**config.mk**
```make
export PLATFORM = sky130hd
export DESIGN_NAME = pin_change_monitor
export DESIGN_NICKNAME = d
export VERILOG_FILES = /design/src/rtl/pin_change_monitor.sv
export SDC_FILE = /design/constraint.sdc
export NUM_CORES = 1
export LEC_CHECK = 0
export BUFFER_PORTS_ARGS = -buffer_cell sky130_fd_sc_hd__buf_2
export CORE_MARGIN = 8
export CORE_UTILIZATION = 40
export CTS_CLUSTER_DIAMETER = 40
export DETAILED_ROUTE_END_ITERATION = 6
export PLACE_DENSITY_LB_ADDON = 0.25
export SLEW_MARGIN = 20
export SYNTH_ARGS = -nofsm -noshare
export SYNTH_HDL_FRONTEND = slang
export SYNTH_SLANG_ARGS = --single-unit
```
**constraint.sdc**
```tcl
create_clock -name clk -period 1.4 [get_ports clk]
set_input_delay 0.14 -clock clk [delete_from_list [all_inputs] [get_ports clk]]
set_output_delay 0.14 -clock clk [all_outputs]
set_load 0.01 [all_outputs]
```
**src/rtl/pin_change_monitor.sv**
```systemverilog
module pin_change_monitor #(
  parameter int NPINS = 4
) (
  input  logic               clk,
  input  logic               rst_n,
  input  logic [NPINS-1:0]   pin_i,
  input  logic               sample_tick_i,
  input  logic [NPINS-1:0]   det_en_i,
  input  logic               rd_strobe_i,
  output logic [2*NPINS-1:0] status_o,
  output logic               change_any_o
);

  logic [NPINS-1:0] sync1_q, sync2_q, prev_q, conf_q, flag_q;
  logic             primed_q;
  logic [NPINS-1:0] accept;

  assign accept = (sample_tick_i && primed_q) ? (~(sync2_q ^ prev_q) & (sync2_q ^ conf_q))
                                              : '0;

  always_ff @(posedge clk or negedge rst_n) begin
    if (!rst_n) begin
      sync1_q  <= '0;
      sync2_q  <= '0;
      prev_q   <= '0;
      conf_q   <= '0;
      flag_q   <= '0;
      primed_q <= 1'b0;
    end else begin
      sync1_q <= pin_i;
      sync2_q <= sync1_q;
      if (sample_tick_i) begin
        prev_q   <= sync2_q;
        primed_q <= 1'b1;
        conf_q   <= primed_q ? (conf_q ^ accept) : sync2_q;
      end
      flag_q <= (flag_q & {NPINS{~rd_strobe_i}}) | (accept & det_en_i);
    end
  end

  assign status_o     = {flag_q, sync2_q};
  assign change_any_o = |flag_q;

endmodule


```
# Word-level counts from Yosys, hierarchy flattened
# Index checks and enable logic that the tools add are counted.
[classes] bitwise=9 n_reduce_logical=2 muxes=2
[ops] cell="bitwise AND 4 bit" n=3
[ops] cell="bitwise XOR 4 bit" n=3
[ops] cell="two-way mux 4 bit" n=2
[ops] cell="inverter 4 bit" n=1
[ops] cell="bitwise OR 4 bit" n=1
[ops] cell="OR reduction 4 bit" n=1
[ops] cell="logical AND 1 bit" n=1
[ops] cell="inverter 1 bit" n=1
[word_totals] input_bits=12 ff_bits=21

# Depth between registers and ports, before layout
# Gate-level depths: netlist of the first run.
[logic_depth] word_depth=6 mapped_depth=4

# Worst setup path before layout of the first run
# Ideal clock, no wire load.
[synth_timing] path_type="reg-to-reg" start="register primed_q" end="register conf_q[0]" setup_time_ns=0.124 path_stages_with_launch=5 path_slack_ns=0.477 n_path_buf=1 period_less_slack_ns=0.923 arrival_ns=0.800 required_ns=1.276 path_cell_list="dfrtp_1 buf_6 a21bo_1 a21oi_2 a21oi_1"
[synth_between] elab_chain_len=4
[synth_rtl] item="start: declaration" line="15" source="logic primed_q;"
[synth_rtl] item="start signal: assignment" line="28" source="primed_q <= 1'b0;"
[synth_rtl] item="start signal: assignment" line="34" source="primed_q <= 1'b1;"
[synth_rtl] item="logical AND 1 bit" line="18" source="assign accept = (sample_tick_i && primed_q) ? (~(sync2_q ^ prev_q) & (sync2_q ^ conf_q))"
[synth_rtl] item="two-way mux 4 bit" line="18"
[synth_rtl] item="bitwise XOR 4 bit" line="35" source="conf_q <= primed_q ? (conf_q ^ accept) : sync2_q;"
[synth_rtl] item="two-way mux 4 bit (*)" line="35"
[synth_rtl] item="end signal: assignment" line="35"
[synth_rtl] item="end: declaration" line="14" source="logic [NPINS-1:0] sync1_q, sync2_q, prev_q, conf_q, flag_q;"
# Every way passes the cells marked *; elsewhere a longest branch is shown, timed or not.
# A chain may end at the register's enable or synchronous reset.

# Final worst setup path of the first run
[layout_timing] start="register flag_q[0]" end="output port change_any_o"
[layout_between] elab_chain_len=1
[layout_rtl] item="start: declaration" line="14"
[layout_rtl] item="start signal: assignment" line="37" source="flag_q <= (flag_q & {NPINS{~rd_strobe_i}}) | (accept & det_en_i);"
[layout_rtl] item="OR reduction 4 bit" line="42" source="assign change_any_o = |flag_q;"
[layout_rtl] item="end: declaration" line="11" source="output logic change_any_o"
# Every way passes these cells.

==> flow_metrics.tcl, run 1 <==
set metrics [dict create \
    rsz0062_at_grt "no" \
    crit_chain "inv_1 > nand4_1 > buf_2" \
    cts_tree "done" \
    p_leak_nw 0.518 \
    critPathMaxFanout 2 \
    grtUsageMet1_pct 10.5 \
    path_class "reg2out" \
    synth_warnings 0 \
    grt_pass1_wl_um 2860 \
    layout.nets 115 \
    max_slew_margin_pct 69.3 \
    grt_usage_pct 8.70 \
    tns_ns 0 \
    crit_path_start_kind "flop" \
    grt_max_degree 22 \
    gp_congestion 0.736 \
    clock_latency_ns 0.30 \
    avgRoutedWirePerCell_um 12.4 \
    post_cts_buffers 0 \
    avgViaCountPerCell 4.82 \
    hp-class "in2reg" \
    worstSetupEndpoint "change_any_o" \
    report.final.hold_viol_count 0 \
    die_width_um 62.7 \
    placedCellCount 121 \
    cts.path.max_buffers 2 \
    grt_pass1_vias 681 \
    syn2layout_area_growth_pct 20.5 \
    yosys.cell_types.count 16 \
    status "complete, no violations" \
    final_common_cell "dfrtp_1" \
    worst_pin_slew_ns 0.461 \
    synth_area_um2 872 \
    grt_overflow 0 \
    synth-seq-cells 21 \
    routed_wl_um 1610 \
    vias 627 \
    arrival_ns 1.00 \
    clock-sinks 21 \
    syn_nets 88 \
    dieArea_um2 3930 \
    reg2reg_slack_ns 0.38 \
    drv_slew 0 \
    final_cell_mix "21 x dfrtp_1, 20 x buf_2, 10 x inv_1, 7 x a21oi_1" \
    yosysSeqAreaShare_pct 60.3 \
    antenna_found_initial 0 \
    die_h_um 62.7 \
    hold_depth 2 \
    use_met3_pct 3.05 \
    start_util_pct 41.0 \
    cellPowerDensity_nw_per_um2 1100 \
    num_rows 17 \
    fin_cells 130 \
    peakVddDrop_v 0.000768 \
    required_ns 1.26 \
    port_buffers 20 \
    finalCritPeriodShare_pct 81.3 \
    rr_worst_depth 3 \
    cp_slowest_cell "dfrtp_1" \
    cpPeakStageDelay_ns 0.40 \
    r2r-start "primed_q" \
    drt_first_pass_iters 3 \
    finClkSkew_ns 0.00745 \
    reg2reg_to "conf_q[2]" \
    max_freq_ghz 0.879 \
    grt.busiest_layer "met2" \
    fin_crit_ns 1.14 \
    core_area_um2 2130 \
    ios 21 \
    syn-mean-instance-area_um2 11.5 \
    drv_cap 0 \
    hpwl_um 1160 \
    drc 0 \
    antenna_cells 0 \
    ant_nets 0 \
    htreeDepth 1 \
    startpoint "flag_q[0]" \
    drtIter0Drc 8 \
    fin_util_pct 49.4 \
    drive_gt1_share_pct 29.4 \
    clkTransAtPathRegs_ns 0.12 \
    cts-root-buf "clkbuf_4" \
    syn_inst 76 \
    numCtsBuffers 3 \
    end_kind "output port" \
    met2_usage_pct 13.5 \
    setup_viol 0 \
]
==> what timing repair did <==
action,4_1_cts,5_1_grt
setup endpoints to repair,0,0
resized for setup,0,0
hold buffers,5,0
hold endpoints to repair,25,0
==> cell type report <==
cell class              instances  area, um2
clock buffers                   3       22.5
fillers                       203       1080
multi-input cells              42        275
well taps                      28       35.0
inverters                      10       37.5
clock inverters                 1       5.00
flip-flops and latches         21        526
repair buffers                 25        150
==> flip-flops by register name (all words and copies together) (netlist names) <==
register  count
primed_q      1
sync1_q       4
prev_q        4
conf_q        4
flag_q        4
sync2_q       4
==> kinds of logic (layout without fill, tap and decap cells) <==
logic type             count (synthesis)  after routing  share of synthesized area, %
AOI/OAI and AO/OA                     24             24                          17.8
DFF                                   21             21                          60.3
muxes                                  3              3                          3.87
buffers and inverters                 13             39                          8.18
and+or+nand+nor                       15             15                          9.90
==> routing by layer <==
layer / part of all wire, % / wire length (um) / up-vias
met1: 49 / 795 / 287
met2: 43 / 684 / 18
met3: 6.4 / 103 / 4
met4: 1.6 / 25 / 0
met5: 0 / 0 / -
li1: - / - / 318
==> critical path: cells and delay by family (launching register included) <==
kind / cells / cell delay (ns)
buffers and inverters: 2 / 0.22
flip-flops: 1 / 0.40
AND/OR/NAND/NOR: 1 / 0.08
==> cells in the mapped netlist, drive strengths merged <==
cell type   n  area share, %
o22ai       5            3.6
and3b       4            4.0
o21ai       5            2.9
buf         3            3.9
a21bo       3            3.4
dfrtp      21             60
or2         1           0.72
nand4       1           0.72
nand2       1           0.43
mux2        3            3.9
inv        10            4.3
a22oi       1           0.86
a21oi      10            7.0
nor2        4            1.7
nand3       4            2.3
==> through the flow <==
step	hold WS, ns	power [W]	setup slack (ns)	instance area (um2)
floorplan	-0.156	0.000805	0.477	872
global route	0.0518	0.00122	0.165	1050
CTS	0.0499	0.00117	0.242	1050
global placement	0.119	0.000867	0.412	973
detailed placement	0.119	0.000873	0.394	973
finish	0.0617	0.00115	0.262	1050
==> worst min-delay path by stage <==
| stage | startpoint | slack, ns | to |
|---|---|---|---|
| 3_3_place_gp | rst_n | 0.12 | flag_q[2] |
| 3_5_place_dp | rst_n | 0.12 | flag_q[0] |
| 2_1_floorplan | rst_n | -0.16 | conf_q[0] |
| 4_1_cts | rd_strobe_i | 0.05 | flag_q[2] |
| 5_1_grt | rd_strobe_i | 0.05 | flag_q[2] |
| 6_report | rd_strobe_i | 0.06 | flag_q[2] |
==> power breakdown <==
part / total (W) / internal [W] / switching [W]
Clock: 0.000283 / 0.000106 / 0.000177
Combinational: 0.000172 / 0.0000879 / 0.0000843
Sequential: 0.000697 / 0.000654 / 0.0000423
Total: 0.00115 / 0.000849 / 0.000304
Note: power is estimated with default switching activity, not from simulation.
==> run 2, diff against run 1 <==
--- a/config.mk
+++ b/config.mk
@@ -5,6 +5,7 @@
 export SDC_FILE = /design/constraint.sdc
 export NUM_CORES = 1
 export LEC_CHECK = 0
+export ABC_AREA = 1
 export BUFFER_PORTS_ARGS = -buffer_cell sky130_fd_sc_hd__buf_2
 export CORE_MARGIN = 8
 export CORE_UTILIZATION = 40
==> constraint.sdc (replaced) <==
create_clock -name clk -period 1.2 [get_ports clk]
set_input_delay 0.12 -clock clk [delete_from_list [all_inputs] [get_ports clk]]
set_output_delay 0.12 -clock clk [all_outputs]
set_load 0.01 [all_outputs]
==> flow_metrics.tcl, run 2 <==
set metrics [dict create \
    cts_tree "done" \
    syn-mean-instance-area_um2 8.31 \
    antenna_found_initial 0 \
    synth-seq-cells 21 \
    start_util_pct 41.0 \
    drc 0 \
    die_width_um 62.9 \
    hold_depth 2 \
    path_class "reg2out" \
    cellPowerDensity_nw_per_um2 1410 \
    synth_area_leader_cell "dfrtp_1" \
    finalPower_w 0.00154 \
    end_kind "output port" \
    final_cell_mix "50 x nand2_1, 21 x dfrtp_1, 20 x buf_2, 9 x inv_1, 8 x nand3_1" \
    synthTopCellsByCount "50 x nand2_1, 21 x dfrtp_1, 12 x inv_1" \
    async_flop_share_pct 100 \
    status "complete, no violations" \
    peakVddDrop_v 0.000777 \
    critPathMaxFanout 2 \
    htreeDepth 1 \
    clock_latency_ns 0.30 \
    numCtsBuffers 3 \
    report.final.hold_viol_count 0 \
    grt_pass1_vias 755 \
    num_rows 17 \
    synth_edf_count 0 \
    gp_congestion 0.763 \
    setup_viol 0 \
    drive_gt1_share_pct 21.5 \
    grt_max_degree 22 \
    clkTransAtPathRegs_ns 0.11 \
    avgRoutedWirePerCell_um 10.4 \
    max_freq_ghz 0.918 \
    ant_nets 0 \
    p_leak_nw 0.607 \
    cts-root-buf "clkbuf_4" \
    crit_path_start_kind "flop" \
    yosysSeqAreaShare_pct 59.7 \
    syn2layout_area_growth_pct 23.6 \
    drt_first_pass_iters 4 \
    final_common_cell "nand2_1" \
    tns_ns 0 \
    ios 21 \
    synth.most_common_cell "nand2_1" \
    yosys.cell_types.count 11 \
    finalCritPeriodShare_pct 90.8 \
    die_h_um 62.9 \
    rr_worst_depth 7 \
    dieArea_um2 3960 \
    cts.path.max_buffers 2 \
    grt_usage_pct 9.76 \
    ys_top_cells_by_area "dfrtp_1 60%, nand2_1 21%, inv_1 5.1%" \
    drtIter0Drc 19 \
    core_area_um2 2150 \
    antenna_cells 0 \
    layout.nets 148 \
    routed_wl_um 1700 \
    rsz0062_at_grt "no" \
    finClkSkew_ns 0.00868 \
    post_cts_buffers 0 \
    grt_pass1_wl_um 3130 \
    hp-class "in2reg" \
    worst_pin_slew_ns 0.450 \
    avgViaCountPerCell 4.48 \
    fin_crit_ns 1.09 \
    syn_nets 118 \
    synth_ff_type "dfrtp_1" \
    dp_slack_ns 0.159 \
    clock-sinks 21 \
    max_slew_margin_pct 70.0 \
    n_fill_cell 218 \
    synth_top_area_share_pct 59.7 \
    grt_overflow 0 \
    drv_slew 0 \
    vias 730 \
    synth_warnings 0 \
    arrival_ns 0.97 \
    synth_area_um2 881 \
    hpwl_um 1300 \
    required_ns 1.08 \
    syn_inst 106 \
    worst_slack_ns 0.110 \
    drv_cap 0 \
    port_buffers 20 \
]
## run 2: cell types whose count changed after synthesis, sizes merged
cell / change
nand2: +49
a31oi: +2
inv: +3
buf: -2
and3b: -4
or2: -1
a21oi: -10
o21ai: +1
mux2: -3
a22oi: -1
o22ai: -5
nand3: +4
a21bo: -3
## run 2: cell type report
| type | count | area [um2] | area share (%) |
|---|---|---|---|
| repair buffers | 26 | 158 | 14.5 |
| inverters | 13 | 48.8 | 4.48 |
| well taps | 28 | 35.0 | 3.22 |
| flip-flops and latches | 21 | 526 | 48.3 |
| multi-input cells | 71 | 295 | 27.1 |
| clock buffers | 4 | 26.3 | 2.41 |
## run 2: kinds of logic after synthesis
logic type	after synthesis	share of synthesized area, %
and+or+nand+nor	63	28.3
DFF	21	59.7
buffers and inverters	14	6.82
AOI/OAI and AO/OA	8	5.26
## run 2: power by group
part	leakage [nW]	switching, W	internal (W)
clock	0.0150	0.000199	0.000129
combinational	0.339	0.000192	0.000140
sequential	0.253	0.0000789	0.000798
total	0.607	0.000470	0.00107
## run 2: path summary, 6_finish.rpt
| kind | slack, ns | to | start |
|---|---|---|---|
| min reg2reg | 0.36 | sync2_q[2] | sync1_q[2] |
| max | 0.11 | change_any_o | flag_q[0] |
| max reg2reg | 0.13 | conf_q[2] | primed_q |
| min | 0.03 | flag_q[1] | rd_strobe_i |
| max in group asynchronous | 0.59 | flag_q[2] | rst_n |
| min in group asynchronous | 0.29 | sync2_q[1] | rst_n |
## run 2: routing by layer
layer,GRT usage (%),up-vias,wire [um]
met5,0,-,0
met2,14.5,23,701
met1,11.0,313,824
met3,4.84,4,148
met4,5.70,0,27
li1,-,390,-
## run 2: worst max-delay path, stage by stage, from the launching register on
cell and delay (ns):
dfrtp_1 0.41, inv_2 0.06, nand4_1 0.07, buf_2 0.14
## run 2: per-stage QoR
stage / util (%) / area (um2) / hold slack, ns / instances
after floorplan: - / 881 / -0.176 / 106
after global placement: 47.1 / 1010 / 0.0977 / 154
after detailed placement: 47.1 / 1010 / 0.0993 / 154
after CTS: 50.7 / 1090 / 0.0258 / 163
after global routing: 50.7 / 1090 / 0.00807 / 163
final: 50.7 / 1090 / 0.0313 / 163
## run 2: repair_timing
item / in CTS / in global routing
hold buffers: 5 / 0
endpoints found under the setup margin: 0 / 1
endpoints found under the hold margin: 25 / 0
gates resized for setup: 0 / 3
